===== src/rtl/psg_reg_pkg.sv =====
package psg_reg_pkg;

  typedef enum logic [1:0] {
    VAR_STD      = 2'd0,
    VAR_ZERO_LIT = 2'd1,
    VAR_STRICT   = 2'd2
  } psg_variant_e;

  localparam int NUM_TONE = 3;
  localparam int NUM_CHAN = 4;
  localparam int PER_W    = 10;
  localparam int LO_W     = 4;
  localparam int PAY_W    = PER_W - LO_W;
  localparam int ATT_W    = 4;
  localparam int CTL_W    = 3;
  localparam int IDX_W    = 3;
  localparam int EFF_W    = PER_W + 1;

  localparam logic [IDX_W-1:0] NOISE_IDX  = IDX_W'(2 * NUM_TONE);
  localparam logic [IDX_W-1:0] FOLLOW_IDX = IDX_W'(2 * (NUM_TONE - 1));

  typedef struct packed {
    logic             strobe;
    logic             is_latch;
    logic [IDX_W-1:0] idx;
    logic             accept;
  } wr_dec_t;

endpackage


===== src/rtl/psg_wr_decode.sv =====
module psg_wr_decode
  import psg_reg_pkg::*;
#(
  parameter psg_variant_e VARIANT = VAR_STD
) (
  input  logic             wr_en,
  input  logic [7:0]       wr_data,
  input  logic [IDX_W-1:0] last_idx,
  output wr_dec_t          dec
);

  logic drop;

  always_comb begin
    dec.strobe   = wr_en;
    dec.is_latch = wr_data[7];
    dec.idx      = wr_data[7] ? wr_data[6:4] : last_idx;
    // strict variant discards data bytes aimed at odd registers or noise control
    drop         = (VARIANT == VAR_STRICT) && !wr_data[7] &&
                   (dec.idx[0] || (dec.idx == NOISE_IDX));
    dec.accept   = wr_en && !drop;
  end

endmodule


===== src/rtl/psg_reg_bank.sv =====
module psg_reg_bank
  import psg_reg_pkg::*;
#(
  parameter psg_variant_e VARIANT = VAR_STD
) (
  input  logic                      clk,
  input  logic                      rst_n,
  input  wr_dec_t                   dec,
  input  logic [PAY_W-1:0]          payload,
  output logic [NUM_TONE*PER_W-1:0] per_o,
  output logic [NUM_CHAN*ATT_W-1:0] att_o,
  output logic [CTL_W-1:0]          ctl_o,
  output logic [IDX_W-1:0]          last_o,
  output logic                      restart_o,
  output logic                      follow_o
);

  localparam logic [IDX_W-1:0] RST_IDX = (VARIANT == VAR_ZERO_LIT) ? IDX_W'(3) : IDX_W'(0);

  logic [NUM_TONE-1:0][PER_W-1:0] per_q, per_d;
  logic [NUM_CHAN-1:0][ATT_W-1:0] att_q, att_d;
  logic [CTL_W-1:0]               ctl_q, ctl_d;
  logic [IDX_W-1:0]               last_q, last_d;
  logic                           restart_q, restart_d;
  logic                           follow_q, follow_d;

  always_comb begin
    per_d     = per_q;
    att_d     = att_q;
    ctl_d     = ctl_q;
    last_d    = last_q;
    restart_d = 1'b0;
    follow_d  = 1'b0;
    if (dec.strobe && dec.is_latch) last_d = dec.idx;
    if (dec.accept) begin
      for (int i = 0; i < NUM_TONE; i++) begin
        if (dec.idx == IDX_W'(2 * i)) begin
          if (dec.is_latch) per_d[i][LO_W-1:0]     = payload[LO_W-1:0];
          else              per_d[i][PER_W-1:LO_W] = payload;
        end
      end
      for (int i = 0; i < NUM_CHAN; i++) begin
        if (dec.idx == IDX_W'(2 * i + 1)) att_d[i] = payload[ATT_W-1:0];
      end
      if (dec.idx == NOISE_IDX) begin
        ctl_d = payload[CTL_W-1:0];
        if (VARIANT == VAR_STRICT)
          restart_d = dec.is_latch && (payload[2] != ctl_q[2]);
        else
          restart_d = 1'b1;
      end
      if ((dec.idx == FOLLOW_IDX) && (ctl_q[1:0] == 2'b11)) follow_d = 1'b1;
    end
  end

  always_ff @(posedge clk or negedge rst_n) begin
    if (!rst_n) begin
      per_q     <= '0;
      att_q     <= '0;
      ctl_q     <= '0;
      last_q    <= RST_IDX;
      restart_q <= 1'b0;
      follow_q  <= 1'b0;
    end else begin
      per_q     <= per_d;
      att_q     <= att_d;
      ctl_q     <= ctl_d;
      last_q    <= last_d;
      restart_q <= restart_d;
      follow_q  <= follow_d;
    end
  end

  assign per_o     = per_q;
  assign att_o     = att_q;
  assign ctl_o     = ctl_q;
  assign last_o    = last_q;
  assign restart_o = restart_q;
  assign follow_o  = follow_q;

  // dropped data bytes leave attenuation and noise control untouched
  a_r7_drop_keeps_state: assert property (@(posedge clk) disable iff (!rst_n)
    (VARIANT == VAR_STRICT && dec.strobe && !dec.is_latch &&
     (dec.idx[0] || dec.idx == NOISE_IDX)) |=> ($stable(att_q) && $stable(ctl_q)));

  // strict restart only accompanies a change of the mode bit
  a_r6_strict_mode_change: assert property (@(posedge clk) disable iff (!rst_n)
    (VARIANT == VAR_STRICT && restart_q) |-> (ctl_q[2] != $past(ctl_q[2])));

  // pulses only follow a strobe
  a_r10_restart_after_write: assert property (@(posedge clk) disable iff (!rst_n)
    restart_q |-> $past(dec.strobe));

  // follow pulse only after a write that targeted the channel-2 period
  a_r9_follow_after_write: assert property (@(posedge clk) disable iff (!rst_n)
    follow_q |-> ($past(dec.strobe) && $past(dec.idx) == FOLLOW_IDX));

endmodule


===== src/rtl/psg_period_map.sv =====
module psg_period_map
  import psg_reg_pkg::*;
#(
  parameter psg_variant_e VARIANT = VAR_STD
) (
  input  logic                      clk,
  input  logic                      rst_n,
  input  logic [NUM_TONE*PER_W-1:0] raw_i,
  output logic [NUM_TONE*EFF_W-1:0] eff_o
);

  localparam logic [EFF_W-1:0] ZERO_SUB = (VARIANT == VAR_ZERO_LIT) ? '0 : EFF_W'(1 << PER_W);

  for (genvar g = 0; g < NUM_TONE; g++) begin : g_ch
    logic [PER_W-1:0] raw;
    assign raw = raw_i[g*PER_W +: PER_W];
    assign eff_o[g*EFF_W +: EFF_W] = (raw == '0) ? ZERO_SUB : {1'b0, raw};

    // outside the zero-literal variant the effective period is never zero
    a_r4_no_zero_period: assert property (@(posedge clk) disable iff (!rst_n)
      (VARIANT != VAR_ZERO_LIT) |-> (eff_o[g*EFF_W +: EFF_W] != '0));
  end

endmodule


===== src/rtl/psg_ready_timer.sv =====
module psg_ready_timer #(
  parameter int READY_TICKS = 1
) (
  input  logic clk,
  input  logic rst_n,
  input  logic wr_en,
  input  logic tick_en,
  output logic ready
);

  localparam int CNT_W = (READY_TICKS < 1) ? 1 : $clog2(READY_TICKS + 1);

  logic [CNT_W-1:0] cnt_q, cnt_d;

  always_comb begin
    cnt_d = cnt_q;
    if (wr_en)                       cnt_d = CNT_W'(READY_TICKS);
    else if (tick_en && cnt_q != '0) cnt_d = cnt_q - 1'b1;
  end

  always_ff @(posedge clk or negedge rst_n) begin
    if (!rst_n) cnt_q <= '0;
    else        cnt_q <= cnt_d;
  end

  assign ready = (cnt_q == '0);

  // a strobe always drops ready on the next cycle
  a_r8_low_after_write: assert property (@(posedge clk) disable iff (!rst_n)
    wr_en |=> !ready);

  // ready only rises on a tick without a write
  a_r8_rise_on_tick: assert property (@(posedge clk) disable iff (!rst_n)
    $rose(ready) |-> ($past(tick_en) && !$past(wr_en)));

endmodule


===== src/rtl/psg_reg_port.sv =====
module psg_reg_port
  import psg_reg_pkg::*;
#(
  parameter psg_variant_e VARIANT     = VAR_STD,
  parameter int           READY_TICKS = 1
) (
  input  logic        clk,
  input  logic        rst_n,
  input  logic        wr_en,
  input  logic [7:0]  wr_data,
  input  logic        tick_en,
  output logic        ready,
  output logic [32:0] tone_period,
  output logic [15:0] atten,
  output logic [2:0]  noise_ctl,
  output logic        noise_restart,
  output logic        noise_follow
);

  wr_dec_t                   dec;
  logic [IDX_W-1:0]          last_idx;
  logic [NUM_TONE*PER_W-1:0] per_raw;

  psg_wr_decode #(.VARIANT(VARIANT)) u_dec (
    .wr_en    (wr_en),
    .wr_data  (wr_data),
    .last_idx (last_idx),
    .dec      (dec)
  );

  psg_reg_bank #(.VARIANT(VARIANT)) u_bank (
    .clk       (clk),
    .rst_n     (rst_n),
    .dec       (dec),
    .payload   (wr_data[PAY_W-1:0]),
    .per_o     (per_raw),
    .att_o     (atten),
    .ctl_o     (noise_ctl),
    .last_o    (last_idx),
    .restart_o (noise_restart),
    .follow_o  (noise_follow)
  );

  psg_period_map #(.VARIANT(VARIANT)) u_map (
    .clk   (clk),
    .rst_n (rst_n),
    .raw_i (per_raw),
    .eff_o (tone_period)
  );

  psg_ready_timer #(.READY_TICKS(READY_TICKS)) u_rdy (
    .clk     (clk),
    .rst_n   (rst_n),
    .wr_en   (wr_en),
    .tick_en (tick_en),
    .ready   (ready)
  );

endmodule


===== config.mk =====
export PLATFORM = sky130hd
export DESIGN_NAME = psg_reg_port
export DESIGN_NICKNAME = d
export VERILOG_FILES = /design/src/rtl/psg_reg_pkg.sv /design/src/rtl/psg_wr_decode.sv /design/src/rtl/psg_reg_bank.sv /design/src/rtl/psg_period_map.sv /design/src/rtl/psg_ready_timer.sv /design/src/rtl/psg_reg_port.sv
export SDC_FILE = /design/constraint.sdc
export NUM_CORES = 1
export LEC_CHECK = 0
export ABC_AREA = 1
export CAP_MARGIN = 20
export CORE_MARGIN = 1.5
export CORE_UTILIZATION = 52
export DETAILED_ROUTE_END_ITERATION = 7
export HOLD_SLACK_MARGIN = 0.06
export PLACE_DENSITY_LB_ADDON = 0.3
export SYNTH_ARGS = -nofsm -noshare
export SYNTH_HDL_FRONTEND = slang
export SYNTH_SLANG_ARGS = --single-unit

===== constraint.sdc =====
create_clock -name clk -period 2 [get_ports clk]
set_input_delay 0.2 -clock clk [delete_from_list [all_inputs] [get_ports clk]]
set_output_delay 0.2 -clock clk [all_outputs]
set_load 0.01 [all_outputs]

==> metrics.yaml <==
cts_hold_buf: 1
setup_tns_ns: 0
wl_um: 5750
vdd_drop_max_mv: 0.694
grt_usage_pct: 22.8
rsz0062_at_grt: "false"
outcome: "completed"
finalHoldViolCount: 0
first_pass_iters: 4
setup.worst_path.end_class: "output port"
nNetsFinal: 369
start_kind: "register"
drt_iter0_markers: 183
arrival_ns: 1.68
post-synth-top-area-fraction_pct: 53.7
core-area_um2: 4720
synth_area_leaders: "dfrtp_1, nand2_1, nand4_1"
syn_area_per_cell_um2: 8.08
drc: 0
setup_viol: 0
synthCells: 317
total_power_mw: 3.76
clkPwrFrac_pct: 20.0
worstSetupPathType: "reg2out"
final_cell_mix: "nand2_1, clkdlybuf4s50_1, dfrtp_1, nand4_1, nor2_1"
layout_commonest_cell: "nand2_1"
worst_pin_slew_ns: 0.590
synthToLayoutAreaGrowth_pct: 29.7
cts_tree: "built"
antenna_cells: 0
syn_area_um2: 2560
synth_warnings: 0
yosysUniqueCellTypes: 19
io_pins: 67
portBuffers: 66
p_sw_share_pct: 31.7
hold_path.class: "in2async"
fmax_mhz: 532
dpl_cell_area_um2: 3200
min_period_ns: 1.88
clock_skew_ns: 0.00853
synth_nets: 329
vias_per_cell: 5.24
required_ns: 1.80
clock_latency_ns: 0.30
grt_pass1_vias: 1998
place.gp.congestion: 0.885
ctsRootBufferMaster: "clkbuf_8"
p_per_area_nw_per_um2: 1130
die_y_um: 73.2
period_share_pct: 94.0
maxSlewViolCount: 0
cts_resized: 0
p_int_mw: 2.57
pwr-share-seq_pct: 44.2
p_switching_mw: 1.19
start_util_pct: 54.3
postCtsSetupBuffers: 0
rows: 25
final_cell_area_um2: 3320
vias: 2225
grt_pass1_wl_um: 9300
cts_buffer_depth: 2
cts-htree-levels: 2
hpwl_um: 4190
power_leakage_nw: 1.65
post-synth-top-area-cell: "dfrtp_1"
cts.clk_slew.worst_paths_ns: 0.09
p_comb_share_pct: 35.8
worstPathMaxFanout: 3
ys_ff_latch: 55
synth_seq_area_share_pct: 53.7
die_w_um: 73.2
drtAntennaViolNets: 0
antenna_found_initial: 0
clock-sinks: 55
drv_cap: 0
wl_per_cell_um: 13.5
grt_max_degree: 31
drive_gt1_share_pct: 9.22
grt_overflow: 0
maxSlewHeadroom_pct: 60.7
numCtsBuffers: 5
die_area_um2: 5360
-- synth_stat cells, drive strengths merged --
cell      n
buf       8
clkbuf   35
dfrtp    55
inv      16
nand2   127
nand3    15
nand4    29
nor2     20
nor3      3
o21ai     8
o21bai    1
-- cells by family after synthesis --
group,synth area share [%]
AND/OR/NAND/NOR,34.9
flip-flops,53.7
buffers and inverters,9.57
AO/OA/AOI/OAI,1.86
-- critical path, stage by stage, from the launching register on --
cell and delay (ns):
dfrtp_1 0.42, nor2_1 0.13, nand4_1 0.12, nor3_1 0.15, clkdlybuf4s50_1 0.56
-- per-stage QoR --
step	util [%]	worst slack (ns)	hold WS, ns	instances
3_5_place_dp	67.7	0.112	0.237	416
5_1_grt	70.4	0.0409	0.492	425
2_1_floorplan	-	0.896	-0.0956	317
4_1_cts	70.4	0.0964	0.439	425
6_report	70.4	0.121	0.434	425
3_3_place_gp	67.7	0.145	0.231	416
-- power by group through the flow --
stage	registers (mW)	logic [mW]	clock network [mW]
3_3_place_gp	1.67	1.32	0
6_report	1.66	1.35	0.750
4_1_cts	1.66	1.36	0.767
2_1_floorplan	1.68	0.639	0
3_5_place_dp	1.68	1.36	0
5_1_grt	1.70	1.49	0.796
-- worst paths after layout --
kind / slack [ns] / endpoint / depth (start not counted) / start
min reg2reg: 0.48 / u_bank.att_o[12] / 2 / u_bank.att_o[12]
min in group clk: 0.45 / u_rdy.cnt_q / 2 / tick_en
max: 0.12 / tone_period[32] / 4 / u_bank.per_o[21]
max in group asynchronous: 1.01 / u_bank.per_o[23] / 3 / rst_n
min: 0.43 / u_bank.per_o[27] / 2 / rst_n
max reg2reg: 0.59 / u_bank.per_o[6] / 7 / u_bank.last_o[2]
-- registers in the layout, indices dropped and copies added (netlist names) --
| register | flops |
|---|---|
| u_bank.att_o | 16 |
| u_bank.ctl_o | 3 |
| u_bank.follow_o | 1 |
| u_bank.last_o | 3 |
| u_bank.per_o | 30 |
| u_bank.restart_o | 1 |
| u_rdy.cnt_q | 1 |
-- per-layer routing --
metal	vias up	GRT usage (%)	routed length, µm
met4	0	5.87	40
li1	1068	-	-
met1	1066	31.9	2490
met5	-	0	0
met2	84	36.6	2900
met3	7	4.42	316
-- final cells by class --
class | instances | area, µm²
clock buffer | 6 | 82.6
clock inverter | 2 | 35.0
fill | 372 | 1400
inverter | 16 | 60.1
multi-input combinational | 203 | 941
sequential | 55 | 1380
tap | 67 | 83.8
timing repair buffer | 76 | 746
Note: power is estimated with default switching activity, not from simulation.
